===== src/rtl/txcfg_pkg.sv =====
package txcfg_pkg;
  localparam int CMD_W = 16;

  typedef enum logic [3:0] {
    CMD_NONE, CMD_CFG, CMD_PM, CMD_FREQ, CMD_RATE, CMD_PWR, CMD_LBD,
    CMD_SLEEP, CMD_PB, CMD_WAKE, CMD_PLL, CMD_TX, CMD_STAT
  } cmd_e;

  localparam logic [12:0] CFG_DEF   = 13'h0080;
  localparam logic [7:0]  PM_DEF    = 8'h00;
  localparam logic [11:0] FREQ_DEF  = 12'h7D0;
  localparam logic [7:0]  RATE_DEF  = 8'h00;
  localparam logic [3:0]  PWR_DEF   = 4'h0;
  localparam logic [7:0]  LBD_DEF   = 8'h00;
  localparam logic [7:0]  SLEEP_DEF = 8'h10;
  localparam logic [7:0]  PB_DEF    = 8'h00;
  localparam logic [12:0] WK_DEF    = 13'h0000;
  localparam logic [7:0]  PLL_DEF   = 8'h00;
  localparam logic [7:0]  TXL_DEF   = 8'h00;
  localparam logic [15:0] SWRST_CODE = 16'hFE00;

  function automatic cmd_e classify(input logic [7:0] op);
    cmd_e k;
    unique case (op)
      8'hC0:   k = CMD_PM;
      8'hC2:   k = CMD_LBD;
      8'hC4:   k = CMD_SLEEP;
      8'hC6:   k = CMD_TX;
      8'hC8:   k = CMD_RATE;
      8'hCA:   k = CMD_PB;
      8'hCC:   k = CMD_STAT;
      8'hD2:   k = CMD_PLL;
      default: begin
        if (op[7:5] == 3'b100)       k = CMD_CFG;
        else if (op[7:4] == 4'b1010) k = CMD_FREQ;
        else if (op[7:4] == 4'b1011) k = CMD_PWR;
        else if (op[7:5] == 3'b111)  k = CMD_WAKE;
        else                         k = CMD_NONE;
      end
    endcase
    return k;
  endfunction
endpackage


===== src/rtl/txcfg_sync.sv =====
module txcfg_sync #(
  parameter int         STAGES  = 2,
  parameter int         W       = 1,
  parameter logic [W-1:0] RST_VAL = '0
) (
  input  logic         clk_i,
  input  logic         rst_ni,
  input  logic [W-1:0] d_i,
  output logic [W-1:0] q_o
);
  logic [W-1:0] stg_q [STAGES];

  for (genvar s = 0; s < STAGES; s++) begin : g_stage
    always_ff @(posedge clk_i or negedge rst_ni) begin
      if (!rst_ni) stg_q[s] <= RST_VAL;
      else if (s == 0) stg_q[s] <= d_i;
      else stg_q[s] <= stg_q[(s == 0) ? 0 : s-1];
    end
  end

  assign q_o = stg_q[STAGES-1];
endmodule


===== src/rtl/txcfg_shift.sv =====
module txcfg_shift
  import txcfg_pkg::*;
(
  input  logic             clk_i,
  input  logic             rst_ni,
  input  logic             sel_n_i,
  input  logic             sck_rise_i,
  input  logic             sdi_i,
  output logic             cmd_vld_o,
  output logic [CMD_W-1:0] cmd_word_o,
  output logic             stat_arm_o
);
  localparam int CNT_W = $clog2(CMD_W + 1);
  localparam int OP_W  = 8;

  logic [CMD_W-1:0] sr_q, sr_nx;
  logic [CNT_W-1:0] cnt_q, cnt_nx;
  logic             done_q;
  logic             take, at_op, short_op, full_len, commit;
  cmd_e             op_kind;

  assign take     = sck_rise_i && !sel_n_i && !done_q;
  assign sr_nx    = {sr_q[CMD_W-2:0], sdi_i};
  assign cnt_nx   = cnt_q + 1'b1;
  assign at_op    = (cnt_nx == CNT_W'(OP_W));
  assign op_kind  = classify(sr_nx[OP_W-1:0]);
  assign short_op = at_op && (op_kind == CMD_PWR);
  assign full_len = (cnt_nx == CNT_W'(CMD_W));
  assign commit   = take && (short_op || full_len);

  always_ff @(posedge clk_i or negedge rst_ni) begin
    if (!rst_ni) begin
      sr_q   <= '0;
      cnt_q  <= '0;
      done_q <= 1'b0;
    end else if (sel_n_i) begin
      sr_q   <= '0;
      cnt_q  <= '0;
      done_q <= 1'b0;
    end else if (take) begin
      sr_q   <= sr_nx;
      cnt_q  <= cnt_nx;
      done_q <= commit;
    end
  end

  always_ff @(posedge clk_i or negedge rst_ni) begin
    if (!rst_ni) begin
      cmd_vld_o  <= 1'b0;
      cmd_word_o <= '0;
      stat_arm_o <= 1'b0;
    end else begin
      cmd_vld_o  <= commit;
      stat_arm_o <= take && at_op && (op_kind == CMD_STAT);
      if (commit)
        cmd_word_o <= short_op ? {sr_nx[OP_W-1:0], {(CMD_W-OP_W){1'b0}}} : sr_nx;
    end
  end

  // a command is only accepted while the select window was open
  p_commit_in_frame_r2: assert property (@(posedge clk_i) disable iff (!rst_ni)
    cmd_vld_o |-> !$past(sel_n_i));
  p_cnt_bound_r2: assert property (@(posedge clk_i) disable iff (!rst_ni)
    cnt_q <= CNT_W'(CMD_W));
endmodule


===== src/rtl/txcfg_regs.sv =====
module txcfg_regs
  import txcfg_pkg::*;
#(
  parameter int FREQ_MIN   = 96,
  parameter int FREQ_MAX   = 3903,
  parameter int WK_EXP_MAX = 23
) (
  input  logic             clk_i,
  input  logic             rst_ni,
  input  logic             cmd_vld_i,
  input  logic [CMD_W-1:0] cmd_word_i,
  output logic [12:0]      cfg_o,
  output logic [7:0]       pm_o,
  output logic [11:0]      freq_o,
  output logic [7:0]       rate_o,
  output logic [3:0]       pwr_o,
  output logic [7:0]       lbd_o,
  output logic [7:0]       sleep_o,
  output logic [7:0]       pb_o,
  output logic [12:0]      wk_o,
  output logic [7:0]       pll_o,
  output logic [7:0]       txl_o,
  output logic             sleep_stb_o,
  output logic             tx_stb_o,
  output logic             swrst_stb_o
);
  cmd_e        kind;
  logic [11:0] f_val;
  logic [4:0]  w_exp;
  logic        f_ok, w_ok, is_swrst;

  assign kind     = cmd_vld_i ? classify(cmd_word_i[15:8]) : CMD_NONE;
  assign f_val    = cmd_word_i[11:0];
  assign w_exp    = cmd_word_i[12:8];
  assign f_ok     = (int'(f_val) >= FREQ_MIN) && (int'(f_val) <= FREQ_MAX);
  assign w_ok     = int'(w_exp) <= WK_EXP_MAX;
  assign is_swrst = (kind == CMD_WAKE) && (cmd_word_i == SWRST_CODE);

  always_ff @(posedge clk_i or negedge rst_ni) begin
    if (!rst_ni) begin
      cfg_o <= CFG_DEF;   pm_o    <= PM_DEF;    freq_o <= FREQ_DEF;
      rate_o <= RATE_DEF; pwr_o   <= PWR_DEF;   lbd_o  <= LBD_DEF;
      sleep_o <= SLEEP_DEF; pb_o  <= PB_DEF;    wk_o   <= WK_DEF;
      pll_o <= PLL_DEF;   txl_o   <= TXL_DEF;
    end else if (is_swrst) begin
      cfg_o <= CFG_DEF;   pm_o    <= PM_DEF;    freq_o <= FREQ_DEF;
      rate_o <= RATE_DEF; pwr_o   <= PWR_DEF;   lbd_o  <= LBD_DEF;
      sleep_o <= SLEEP_DEF; pb_o  <= PB_DEF;    wk_o   <= WK_DEF;
      pll_o <= PLL_DEF;   txl_o   <= TXL_DEF;
    end else begin
      unique case (kind)
        CMD_CFG:   cfg_o   <= cmd_word_i[12:0];
        CMD_PM:    pm_o    <= cmd_word_i[7:0];
        CMD_FREQ:  if (f_ok) freq_o <= f_val;
        CMD_RATE:  rate_o  <= cmd_word_i[7:0];
        CMD_PWR:   pwr_o   <= cmd_word_i[11:8];
        CMD_LBD:   lbd_o   <= cmd_word_i[7:0];
        CMD_SLEEP: sleep_o <= cmd_word_i[7:0];
        CMD_PB:    pb_o    <= cmd_word_i[7:0];
        CMD_WAKE:  if (w_ok) wk_o <= cmd_word_i[12:0];
        CMD_PLL:   pll_o   <= cmd_word_i[7:0];
        CMD_TX:    txl_o   <= cmd_word_i[7:0];
        default:   ;
      endcase
    end
  end

  always_ff @(posedge clk_i or negedge rst_ni) begin
    if (!rst_ni) begin
      sleep_stb_o <= 1'b0;
      tx_stb_o    <= 1'b0;
      swrst_stb_o <= 1'b0;
    end else begin
      sleep_stb_o <= (kind == CMD_SLEEP);
      tx_stb_o    <= (kind == CMD_TX);
      swrst_stb_o <= is_swrst;
    end
  end

  p_freq_range_r4: assert property (@(posedge clk_i) disable iff (!rst_ni)
    (int'(freq_o) >= FREQ_MIN) && (int'(freq_o) <= FREQ_MAX));
  p_wk_exp_r5: assert property (@(posedge clk_i) disable iff (!rst_ni)
    int'(wk_o[12:8]) <= WK_EXP_MAX);
  p_swrst_defaults_r6: assert property (@(posedge clk_i) disable iff (!rst_ni)
    swrst_stb_o |-> (freq_o == FREQ_DEF) && (wk_o == WK_DEF) && (sleep_o == SLEEP_DEF));
  p_strobe_excl_r7: assert property (@(posedge clk_i) disable iff (!rst_ni)
    $onehot0({sleep_stb_o, tx_stb_o, swrst_stb_o}));
  p_strobe_pulse_r8: assert property (@(posedge clk_i) disable iff (!rst_ni)
    tx_stb_o |=> !tx_stb_o);
endmodule


===== src/rtl/txcfg_stat.sv =====
module txcfg_stat #(
  parameter int STAT_W = 16
) (
  input  logic              clk_i,
  input  logic              rst_ni,
  input  logic              sel_n_i,
  input  logic              sck_fall_i,
  input  logic              arm_i,
  input  logic [STAT_W-1:0] status_i,
  input  logic              irq_ni,
  output logic              irq_no
);
  logic              armed_q, active_q;
  logic [STAT_W-1:0] sh_q;

  always_ff @(posedge clk_i or negedge rst_ni) begin
    if (!rst_ni) begin
      armed_q  <= 1'b0;
      active_q <= 1'b0;
      sh_q     <= '0;
    end else if (sel_n_i) begin
      armed_q  <= 1'b0;
      active_q <= 1'b0;
    end else begin
      if (arm_i) armed_q <= 1'b1;
      if (sck_fall_i && armed_q && !active_q) begin
        sh_q     <= status_i;
        active_q <= 1'b1;
      end else if (sck_fall_i && active_q) begin
        sh_q <= {sh_q[STAT_W-2:0], 1'b0};
      end
    end
  end

  assign irq_no = active_q ? sh_q[STAT_W-1] : irq_ni;

  // pin returns to interrupt duty once the select window closes
  p_stat_release_r9: assert property (@(posedge clk_i) disable iff (!rst_ni)
    $past(sel_n_i) |-> (irq_no == irq_ni));
endmodule


===== src/rtl/txcfg_spi_decoder.sv =====
module txcfg_spi_decoder
  import txcfg_pkg::*;
#(
  parameter int SYNC_STAGES = 2,
  parameter int STAT_W      = 16,
  parameter int FREQ_MIN    = 96,
  parameter int FREQ_MAX    = 3903,
  parameter int WK_EXP_MAX  = 23
) (
  input  logic              clk_i,
  input  logic              rst_ni,
  input  logic              sck_i,
  input  logic              sel_ni,
  input  logic              sdi_i,
  input  logic              irq_ni,
  input  logic [STAT_W-1:0] status_i,
  output logic              irq_no,
  output logic [1:0]        band_o,
  output logic [2:0]        clk_sel_o,
  output logic [3:0]        xtal_cap_o,
  output logic              dev_pol_o,
  output logic [2:0]        dev_o,
  output logic [7:0]        pm_en_o,
  output logic [11:0]       freq_o,
  output logic [7:0]        rate_o,
  output logic              pa_ook_o,
  output logic [2:0]        pa_att_o,
  output logic [7:0]        lbd_cfg_o,
  output logic [7:0]        clk_tail_o,
  output logic [7:0]        pb_cfg_o,
  output logic [4:0]        wk_exp_o,
  output logic [7:0]        wk_mant_o,
  output logic [7:0]        pll_cfg_o,
  output logic [7:0]        tx_len_o,
  output logic              sleep_stb_o,
  output logic              tx_stb_o,
  output logic              swrst_stb_o
);
  logic [2:0] raw, syn;
  logic       sck_s, sel_s, sdi_s, sck_d_q, sck_rise, sck_fall;
  logic             cmd_vld, stat_arm;
  logic [CMD_W-1:0] cmd_word;
  logic [12:0]      cfg_q, wk_q;
  logic [3:0]       pwr_q;

  assign raw = {sck_i, sel_ni, sdi_i};

  txcfg_sync #(.STAGES(SYNC_STAGES), .W(3), .RST_VAL(3'b010)) u_sync (
    .clk_i, .rst_ni, .d_i(raw), .q_o(syn)
  );
  assign {sck_s, sel_s, sdi_s} = syn;

  always_ff @(posedge clk_i or negedge rst_ni) begin
    if (!rst_ni) sck_d_q <= 1'b0;
    else         sck_d_q <= sck_s;
  end
  assign sck_rise = sck_s && !sck_d_q;
  assign sck_fall = !sck_s && sck_d_q;

  txcfg_shift u_shift (
    .clk_i, .rst_ni, .sel_n_i(sel_s), .sck_rise_i(sck_rise), .sdi_i(sdi_s),
    .cmd_vld_o(cmd_vld), .cmd_word_o(cmd_word), .stat_arm_o(stat_arm)
  );

  txcfg_regs #(.FREQ_MIN(FREQ_MIN), .FREQ_MAX(FREQ_MAX), .WK_EXP_MAX(WK_EXP_MAX)) u_regs (
    .clk_i, .rst_ni, .cmd_vld_i(cmd_vld), .cmd_word_i(cmd_word),
    .cfg_o(cfg_q), .pm_o(pm_en_o), .freq_o(freq_o), .rate_o(rate_o), .pwr_o(pwr_q),
    .lbd_o(lbd_cfg_o), .sleep_o(clk_tail_o), .pb_o(pb_cfg_o), .wk_o(wk_q),
    .pll_o(pll_cfg_o), .txl_o(tx_len_o), .sleep_stb_o(sleep_stb_o),
    .tx_stb_o(tx_stb_o), .swrst_stb_o(swrst_stb_o)
  );

  txcfg_stat #(.STAT_W(STAT_W)) u_stat (
    .clk_i, .rst_ni, .sel_n_i(sel_s), .sck_fall_i(sck_fall), .arm_i(stat_arm),
    .status_i(status_i), .irq_ni(irq_ni), .irq_no(irq_no)
  );

  assign band_o     = cfg_q[12:11];
  assign clk_sel_o  = cfg_q[10:8];
  assign xtal_cap_o = cfg_q[7:4];
  assign dev_pol_o  = cfg_q[3];
  assign dev_o      = cfg_q[2:0];
  assign pa_ook_o   = pwr_q[3];
  assign pa_att_o   = pwr_q[2:0];
  assign wk_exp_o   = wk_q[12:8];
  assign wk_mant_o  = wk_q[7:0];
endmodule


===== config.mk =====
export PLATFORM = sky130hd
export DESIGN_NAME = txcfg_spi_decoder
export DESIGN_NICKNAME = d
export VERILOG_FILES = /design/src/rtl/txcfg_pkg.sv /design/src/rtl/txcfg_sync.sv /design/src/rtl/txcfg_shift.sv /design/src/rtl/txcfg_regs.sv /design/src/rtl/txcfg_stat.sv /design/src/rtl/txcfg_spi_decoder.sv
export SDC_FILE = /design/constraint.sdc
export NUM_CORES = 1
export LEC_CHECK = 0
export CAP_MARGIN = 25
export CORE_MARGIN = 5
export CORE_UTILIZATION = 50
export CTS_BUF_LIST = sky130_fd_sc_hd__clkbuf_16
export DETAILED_ROUTE_END_ITERATION = 10
export PLACE_DENSITY = 0.85
export SKIP_CTS_REPAIR_TIMING = 1
export SLEW_MARGIN = 20
export SYNTH_ARGS = -nofsm -noshare
export SYNTH_HDL_FRONTEND = slang
export SYNTH_SLANG_ARGS = --single-unit

===== constraint.sdc =====
create_clock -name clk_i -period 3.1 [get_ports clk_i]
set_input_delay 0.31 -clock clk_i [delete_from_list [all_inputs] [get_ports clk_i]]
set_output_delay 0.31 -clock clk_i [all_outputs]
set_load 0.03 [all_outputs]

==> flow_summary_export.csv, run 1 <==
group,metric,value,unit
timing,worst_hold_slack,0.283,ns
placement,port_buffers,123,
timing,finalCriticalPeriod,2.52,ns
global_route,remaining_global_route_overflow,0,
clocking,clock_transition_at_the_register_clock_pins_on_the_worst_setup_and_hold_paths_after_cts,0.06,ns
floorplan,number_of_placement_rows,43,
floorplan,io-pin-count,124,
route,detailedRoute.firstIterationViolations,483,
floorplan,fp.coreArea,0.0139,sq mm
placement,hpwl,11700,um
timing,timing_hold_violations_final,0,
finish,layout_overhead_on_the_synthesized_area,27.8,%
timing,clock_skew,0.00774,ns
power,cellLeakagePower,3.95,nW
clocking,cts_max_path_buffers,2,
logic_synthesis,synth.net_count,705,
finish,n_antenna_cell,0,
global_route,grt_start_max_net_pins,80,
worst_hold_path,hold_path_class,"input port to register",
setup_path,required,3.45,ns
route,routed-via-count,5506,
status,run_status,"completed",
placement,place_area,0.00855,sq mm
placement,place_worst_setup_slack,0.606,ns
route,drt_drc_violations_left,0,
timing,grt_setup_unrepaired,"false",
floorplan,die_h,130,um
placement,gp_congestion,0.926,
route,drt_pre_antenna_iters,5,
job,cap_viol_max_count,0,
timing,share_of_the_clock_period_used_by_the_worst_path,0.814,
route,route.antenna.remaining_nets,0,
clocking,cts_root_buf,"sky130_fd_sc_hd__clkbuf_16",
timing,finalMaxSlewViolations,0,
global_route,grt_pass1_vias,5362,
power,p_per_area,466,mW/mm^2
route,post_drt_wl_per_cell,17.8,um
power,max_rail_drop_vdd,344,uV
timing,finalSetupViolCount,0,
setup_path,cp_top_family,"simple AND/OR/NAND/NOR gates",
global_route,antenna_found_initial,0,
global_route,grt_usage,0.217,
logic_synthesis,post_synth_num_cell_types,65,
setup_path,worstPathArrival,2.88,ns
setup_path,crit_path_top_delay_cell,"sky130_fd_sc_hd__nor4_1",
route,post_drt_via_cell_ratio,5.58,
clocking,insertion_delay,0.43,ns
finish,final_area,0.00913,sq mm
finish,layout-drive-gt1-share,0.0942,
timing,worst_slack,0.576,ns
clocking,htree_levels,4,
finish,final_net_count,818,
logic_synthesis,yosysWarnings,0,
setup_path,crit_chain,"nand4bb_1 -> nor4_1 -> o211ai_1 -> nor3b_2 -> buf_4 -> mux2i_1",
logic_synthesis,ys_ff_latch,165,
setup_path,cp_bufs_invs,1,
logic_synthesis,synth_flop_cell,"sky130_fd_sc_hd__dfrtp_1",
clocking,tritoncts,"yes",
logic_synthesis,netlist_area,0.00715,sq mm
timing,maxSlewHeadroom,0.521,
logic_synthesis,synthCells,681,
logic_synthesis,synth-edff-count,0,
clocking,cts_inserted_buffers,17,
setup_path,cp-end-kind,"register",
timing,clock.fmax,396,MHz
setup_path,worst_setup_path_start_kind,"register",
timing,totalNegativeSetupSlack,0,ns
setup_path,cp_slowest_stage_delay,0.48,ns
global_route,global_route_wire_length_before_repair,28200,um
setup_path,cp_max_fo,9,
logic_synthesis,async_flop_share,1.00,
floorplan,die_x,130,um
route,finalWirelength,17600,um
clocking,cts.sinks,165,
setup_path,worst_path_class_setup,"register to register",
timing,worstMarginPinSlew,0.718,ns
logic_synthesis,part_of_the_yosys_area_used_for_sequential_elements,0.579,
logic_synthesis,post_synth.cell_area_avg,10.5,sq um
floorplan,die_area,0.0168,sq mm
floorplan,effective_utilization_at_floorplan,0.513,
-- per-stage QoR --
step           instances  power [W]   util
2_1_floorplan        681    0.00223      -
3_3_place_gp         953    0.00231  0.613
3_5_place_dp         953    0.00231  0.613
4_1_cts              985    0.00428  0.653
5_1_grt              987    0.00440  0.655
6_report             987    0.00426  0.655
-- final cells by class --
| class | instances | area [sq um] |
|---|---|---|
| Multi-Input combinational cell | 452 | 2750 |
| Clock buffer | 17 | 425 |
| Timing Repair Buffer | 137 | 1370 |
| Tap cell | 180 | 225 |
| Sequential cell | 165 | 4140 |
| Fill cell | 1059 | 4800 |
| Clock inverter | 15 | 133 |
| Inverter | 21 | 80.1 |
-- cells in the mapped netlist, drive strengths merged, types with 3 or more instances --
cell type / n / area share
xor2: 5 / 0.0061
o21ai: 61 / 0.043
nand4: 7 / 0.0061
nor3b: 4 / 0.0065
a21o: 4 / 0.0042
clkbuf: 29 / 0.015
o211ai: 3 / 0.0032
nor2: 31 / 0.016
o22ai: 4 / 0.0035
inv: 20 / 0.011
buf: 14 / 0.013
nand2: 167 / 0.088
a21oi: 25 / 0.018
nand3: 4 / 0.0046
mux2i: 73 / 0.10
dfrtp: 155 / 0.54
dfstp: 10 / 0.037
nor4: 5 / 0.0044
o2bb2ai: 4 / 0.0049
nor3: 7 / 0.0065
nor4b: 3 / 0.0037
-- final timing paths --
check | start | endpoint | slack (ns) | cells past startpoint
max in group asynchronous | rst_ni | u_regs.cfg_o[7] | 1.75 | 3
max | u_shift.cmd_word_o[8] | u_regs.freq_o[4] | 0.58 | 6
min | sel_ni | u_sync.stg_q[4] | 0.28 | 1
max reg2reg | u_shift.cmd_word_o[8] | u_regs.freq_o[4] | 0.58 | 6
min reg2reg | u_sync.stg_q[5] | u_sync.q_o[2] | 0.35 | 0
min in group asynchronous | rst_ni | u_stat.sh_q[0] | 0.49 | 2
-- routing by layer --
metal  global-route usage  wire (um)  share of wire  vias up
li1                     -          -              -     2549
met5                    0          0              0        -
met2                0.342       8470           0.48      205
met1                0.286       7380           0.42     2710
met3               0.0556       1140          0.065       42
met4               0.0929        599          0.034        0
-- logic make-up after synthesis --
family                   Yosys count  share of synthesized area
AND/OR/NAND/NOR                  248                      0.160
flip-flops                       165                      0.579
AO/OA/AOI/OAI                    121                      0.106
multiplexers                      74                      0.104
buffers and inverters             64                     0.0392
XOR/XNOR                           6                    0.00735
adder cells (fa/ha/maj)            3                    0.00490
-- registers in the layout (all words and copies together), names as in the netlist, 12 cells and up --
| name | cells |
|---|---|
| u_regs.cfg_o | 13 |
| u_regs.freq_o | 12 |
| u_regs.wk_o | 13 |
| u_shift.cmd_word_o | 16 |
| u_shift.sr_q | 15 |
| u_stat.sh_q | 16 |
-- power by group --
group	leakage [nW]	switching [W]	internal, W
Clock	0.261	0.000880	0.00111
Sequential	2.17	0.0000106	0.00216
Combinational	1.52	0.0000623	0.0000365
Total	3.95	0.000953	0.00330
-- cells in the final DEF, fill, tap and decap left out, types with 3 or more instances in the layout --
| master | synthesis | layout |
|---|---|---|
| sky130_fd_sc_hd__clkbuf_16 | 0 | 17 |
| sky130_fd_sc_hd__nor4_1 | 5 | 5 |
| sky130_fd_sc_hd__a21oi_1 | 25 | 25 |
| sky130_fd_sc_hd__nand2_1 | 167 | 167 |
| sky130_fd_sc_hd__o21ai_0 | 53 | 52 |
| sky130_fd_sc_hd__xor2_1 | 5 | 5 |
| sky130_fd_sc_hd__nor3_1 | 6 | 5 |
| sky130_fd_sc_hd__mux2i_1 | 73 | 73 |
| sky130_fd_sc_hd__nor4b_1 | 3 | 3 |
| sky130_fd_sc_hd__o2bb2ai_1 | 4 | 4 |
| sky130_fd_sc_hd__o211ai_1 | 3 | 3 |
| sky130_fd_sc_hd__clkinv_2 | 1 | 4 |
| sky130_fd_sc_hd__nor2_1 | 31 | 31 |
| sky130_fd_sc_hd__dfrtp_1 | 155 | 155 |
| sky130_fd_sc_hd__inv_1 | 20 | 20 |
| sky130_fd_sc_hd__dfstp_2 | 10 | 10 |
| sky130_fd_sc_hd__a21o_1 | 4 | 4 |
| sky130_fd_sc_hd__clkinvlp_4 | 0 | 5 |
| sky130_fd_sc_hd__nand3_1 | 3 | 3 |
| sky130_fd_sc_hd__o22ai_1 | 4 | 4 |
| sky130_fd_sc_hd__o21ai_1 | 8 | 8 |
| sky130_fd_sc_hd__nand4_1 | 7 | 7 |
| sky130_fd_sc_hd__clkinv_4 | 0 | 3 |
| sky130_fd_sc_hd__clkdlybuf4s50_1 | 0 | 122 |
| sky130_fd_sc_hd__buf_4 | 0 | 10 |
Note: power is estimated with default switching activity, not from simulation.
==> run 2, diff against run 1 <==
==> constraint.sdc (replaced) <==
create_clock -name clk_i -period 2.6 [get_ports clk_i]
set_input_delay 0.26 -clock clk_i [delete_from_list [all_inputs] [get_ports clk_i]]
set_output_delay 0.26 -clock clk_i [all_outputs]
set_load 0.03 [all_outputs]
==> run 2 against run 1 <==
  * First-iteration DRC count shrank 8.7%
  * Final cell count grew 0.30%
  * Sequential share of layout area shrank 0.11 points
  * Non-clock buffer count grew 3
  * Critical path depth shrank 2
  * Hold slack lost 0.050 ns
  * Setup slack lost 0.34 ns
  * Register-to-register slack lost 0.34 ns
  * Largest power group unchanged
==> flow_summary_export.csv, run 2 (same netlist as run 1, synthesis figures left out) <==
group,metric,value,unit
setup_path,worstPathArrival,2.65,ns
finish,final_common_cell,"sky130_fd_sc_hd__nand2_1",
route,drt_drc_violations_left,0,
setup_path,worst_setup_path_start_kind,"register",
power,power_frac_seq,0.509,
floorplan,fp.coreArea,0.0139,sq mm
setup_path,worst_r2r_path_depth,4,
power,cell_internal_power,0.00388,W
finish,final_net_count,821,
power,pwr-share-comb,0.024,
finish,layout-drive-gt1-share,0.0988,
timing,grt_setup_unrepaired,"false",
floorplan,die_h,130,um
route,drt_pre_antenna_iters,6,
power,power.clock.fraction,0.468,
setup_path,required,2.89,ns
placement,place_area,0.00858,sq mm
worst_hold_path,whs_path_depth,1,
timing,finalMaxSlewViolations,0,
floorplan,die_area,0.0168,sq mm
finish,final_core_utilization,0.657,
power,max_rail_drop_vdd,397,uV
clocking,htree_levels,4,
status,run_status,"completed",
finish,filler_cell_count,1055,
route,routed-via-count,5501,
setup_path,cp-end-kind,"register",
timing,clock.fmax,422,MHz
global_route,antenna_found_initial,0,
clocking,insertion_delay,0.43,ns
finish,layout_overhead_on_the_synthesized_area,28.1,%
placement,gp_congestion,0.941,
global_route,grt_pass1_vias,5407,
route,post_drt_wl_per_cell,17.3,um
setup_path,cp_max_fo,16,
clocking,clock_transition_at_the_register_clock_pins_on_the_worst_setup_and_hold_paths_after_cts,0.07,ns
finish,largest_registers,"u_shift.cmd_word_o x16, u_stat.sh_q x16, u_shift.sr_q x15",
global_route,grt_start_max_net_pins,67,
clocking,cts_root_buf,"sky130_fd_sc_hd__clkbuf_16",
power,swShare,0.237,
route,route.antenna.remaining_nets,0,
timing,share_of_the_clock_period_used_by_the_worst_path,0.911,
placement,port_buffers,123,
setup_path,worst_path_class_setup,"register to register",
finish,final_area,0.00915,sq mm
clocking,cts_inserted_buffers,17,
floorplan,die_x,130,um
timing,worstMarginPinSlew,0.588,ns
timing,worst_slack,0.232,ns
floorplan,effective_utilization_at_floorplan,0.513,
finish,commonest_cells_after_routing_fill_and_taps_aside,"sky130_fd_sc_hd__nand2_1, sky130_fd_sc_hd__dfrtp_1, sky130_fd_sc_hd__clkdlybuf4s50_1",
placement,place_worst_setup_slack,0.244,ns
clocking,tritoncts,"yes",
floorplan,number_of_placement_rows,43,
timing,timing_hold_violations_final,0,
finish,n_antenna_cell,0,
timing,finalSetupViolCount,0,
global_route,global_route_wire_length_before_repair,28000,um
timing,clock_skew,0.0108,ns
worst_hold_path,hold_path_class,"input port to register",
route,post_drt_via_cell_ratio,5.56,
placement,hpwl,11600,um
floorplan,io-pin-count,124,
job,cap_viol_max_count,0,
clocking,cts.sinks,165,
power,p_per_area,556,mW/mm^2
route,finalWirelength,17200,um
clocking,cts_max_path_buffers,2,
timing,finalCriticalPeriod,2.37,ns
timing,worst_hold_slack,0.233,ns
global_route,grt_usage,0.213,
route,detailedRoute.firstIterationViolations,441,
timing,totalNegativeSetupSlack,0,ns
power,cellLeakagePower,3.96,nW
timing,maxSlewHeadroom,0.606,
global_route,remaining_global_route_overflow,0,
power,switchingPower,0.00121,W
-- run 2: cell count changes in the layout (fill, tap and decap cells not counted) --
cell and delta:
sky130_fd_sc_hd__inv_8 +1, sky130_fd_sc_hd__clkinv_2 -3, sky130_fd_sc_hd__clkinvlp_4 -1, sky130_fd_sc_hd__inv_6 +5, sky130_fd_sc_hd__clkinv_8 +1, sky130_fd_sc_hd__buf_4 +4
sky130_fd_sc_hd__clkinv_4 -1, sky130_fd_sc_hd__clkinv_1 -1, sky130_fd_sc_hd__buf_8 -1, sky130_fd_sc_hd__bufinv_16 -1
-- run 2: routing by layer --
| metal | vias to the layer above | share of wire | wire length [um] | GRT usage |
|---|---|---|---|---|
| li1 | 2563 | - | - | - |
| met1 | 2681 | 0.43 | 7410 | 0.295 |
| met2 | 214 | 0.47 | 8060 | 0.326 |
| met3 | 43 | 0.068 | 1160 | 0.0495 |
| met4 | 0 | 0.031 | 529 | 0.0892 |
| met5 | - | 0 | 0 | 0 |
-- run 2: layout make-up --
type | count | area (sq um) | area share
flip-flops and latches | 165 | 4140 | 0.452
clock buffers | 17 | 425 | 0.0465
clock inverters | 15 | 139 | 0.0152
multi-input cells | 452 | 2750 | 0.301
inverters | 21 | 80.1 | 0.00875
well taps | 180 | 225 | 0.0246
repair buffers | 140 | 1390 | 0.152
-- run 2: worst max-delay path: stages (launching register included) --
cell and delay, ns:
sky130_fd_sc_hd__dfrtp_1 0.47, sky130_fd_sc_hd__nand4bb_1 0.35, sky130_fd_sc_hd__o41ai_4 0.63, sky130_fd_sc_hd__nor3b_4 0.59, sky130_fd_sc_hd__o21ai_0 0.18
-- run 2: worst paths after layout --
check                                       from              end  slack, ns
max                        u_shift.cmd_word_o[8]  u_regs.lbd_o[2]       0.23
min                                       sel_ni  u_sync.stg_q[4]       0.23
max reg2reg                u_shift.cmd_word_o[8]  u_regs.lbd_o[2]       0.23
min reg2reg                      u_sync.stg_q[5]    u_sync.q_o[2]       0.35
max in group asynchronous                 rst_ni  u_regs.cfg_o[7]       1.51
min in group asynchronous                 rst_ni   u_stat.sh_q[0]       0.33
-- run 2: power by group through the flow --
| stage | clock network (W) | logic (W) | registers [W] |
|---|---|---|---|
| floorplan | 0 | 0.0000267 | 0.00263 |
| global placement | 0 | 0.000122 | 0.00264 |
| detailed placement | 0 | 0.000123 | 0.00264 |
| CTS | 0.00242 | 0.000123 | 0.00259 |
| global route | 0.00254 | 0.000137 | 0.00259 |
| finish | 0.00238 | 0.000121 | 0.00259 |
-- run 2: through the flow --
stage               std cells  total power (W)
floorplan                 681          0.00266
global route              990          0.00526
detailed placement        957          0.00276
CTS                       989          0.00513
global placement          957          0.00276
finish                    990          0.00509
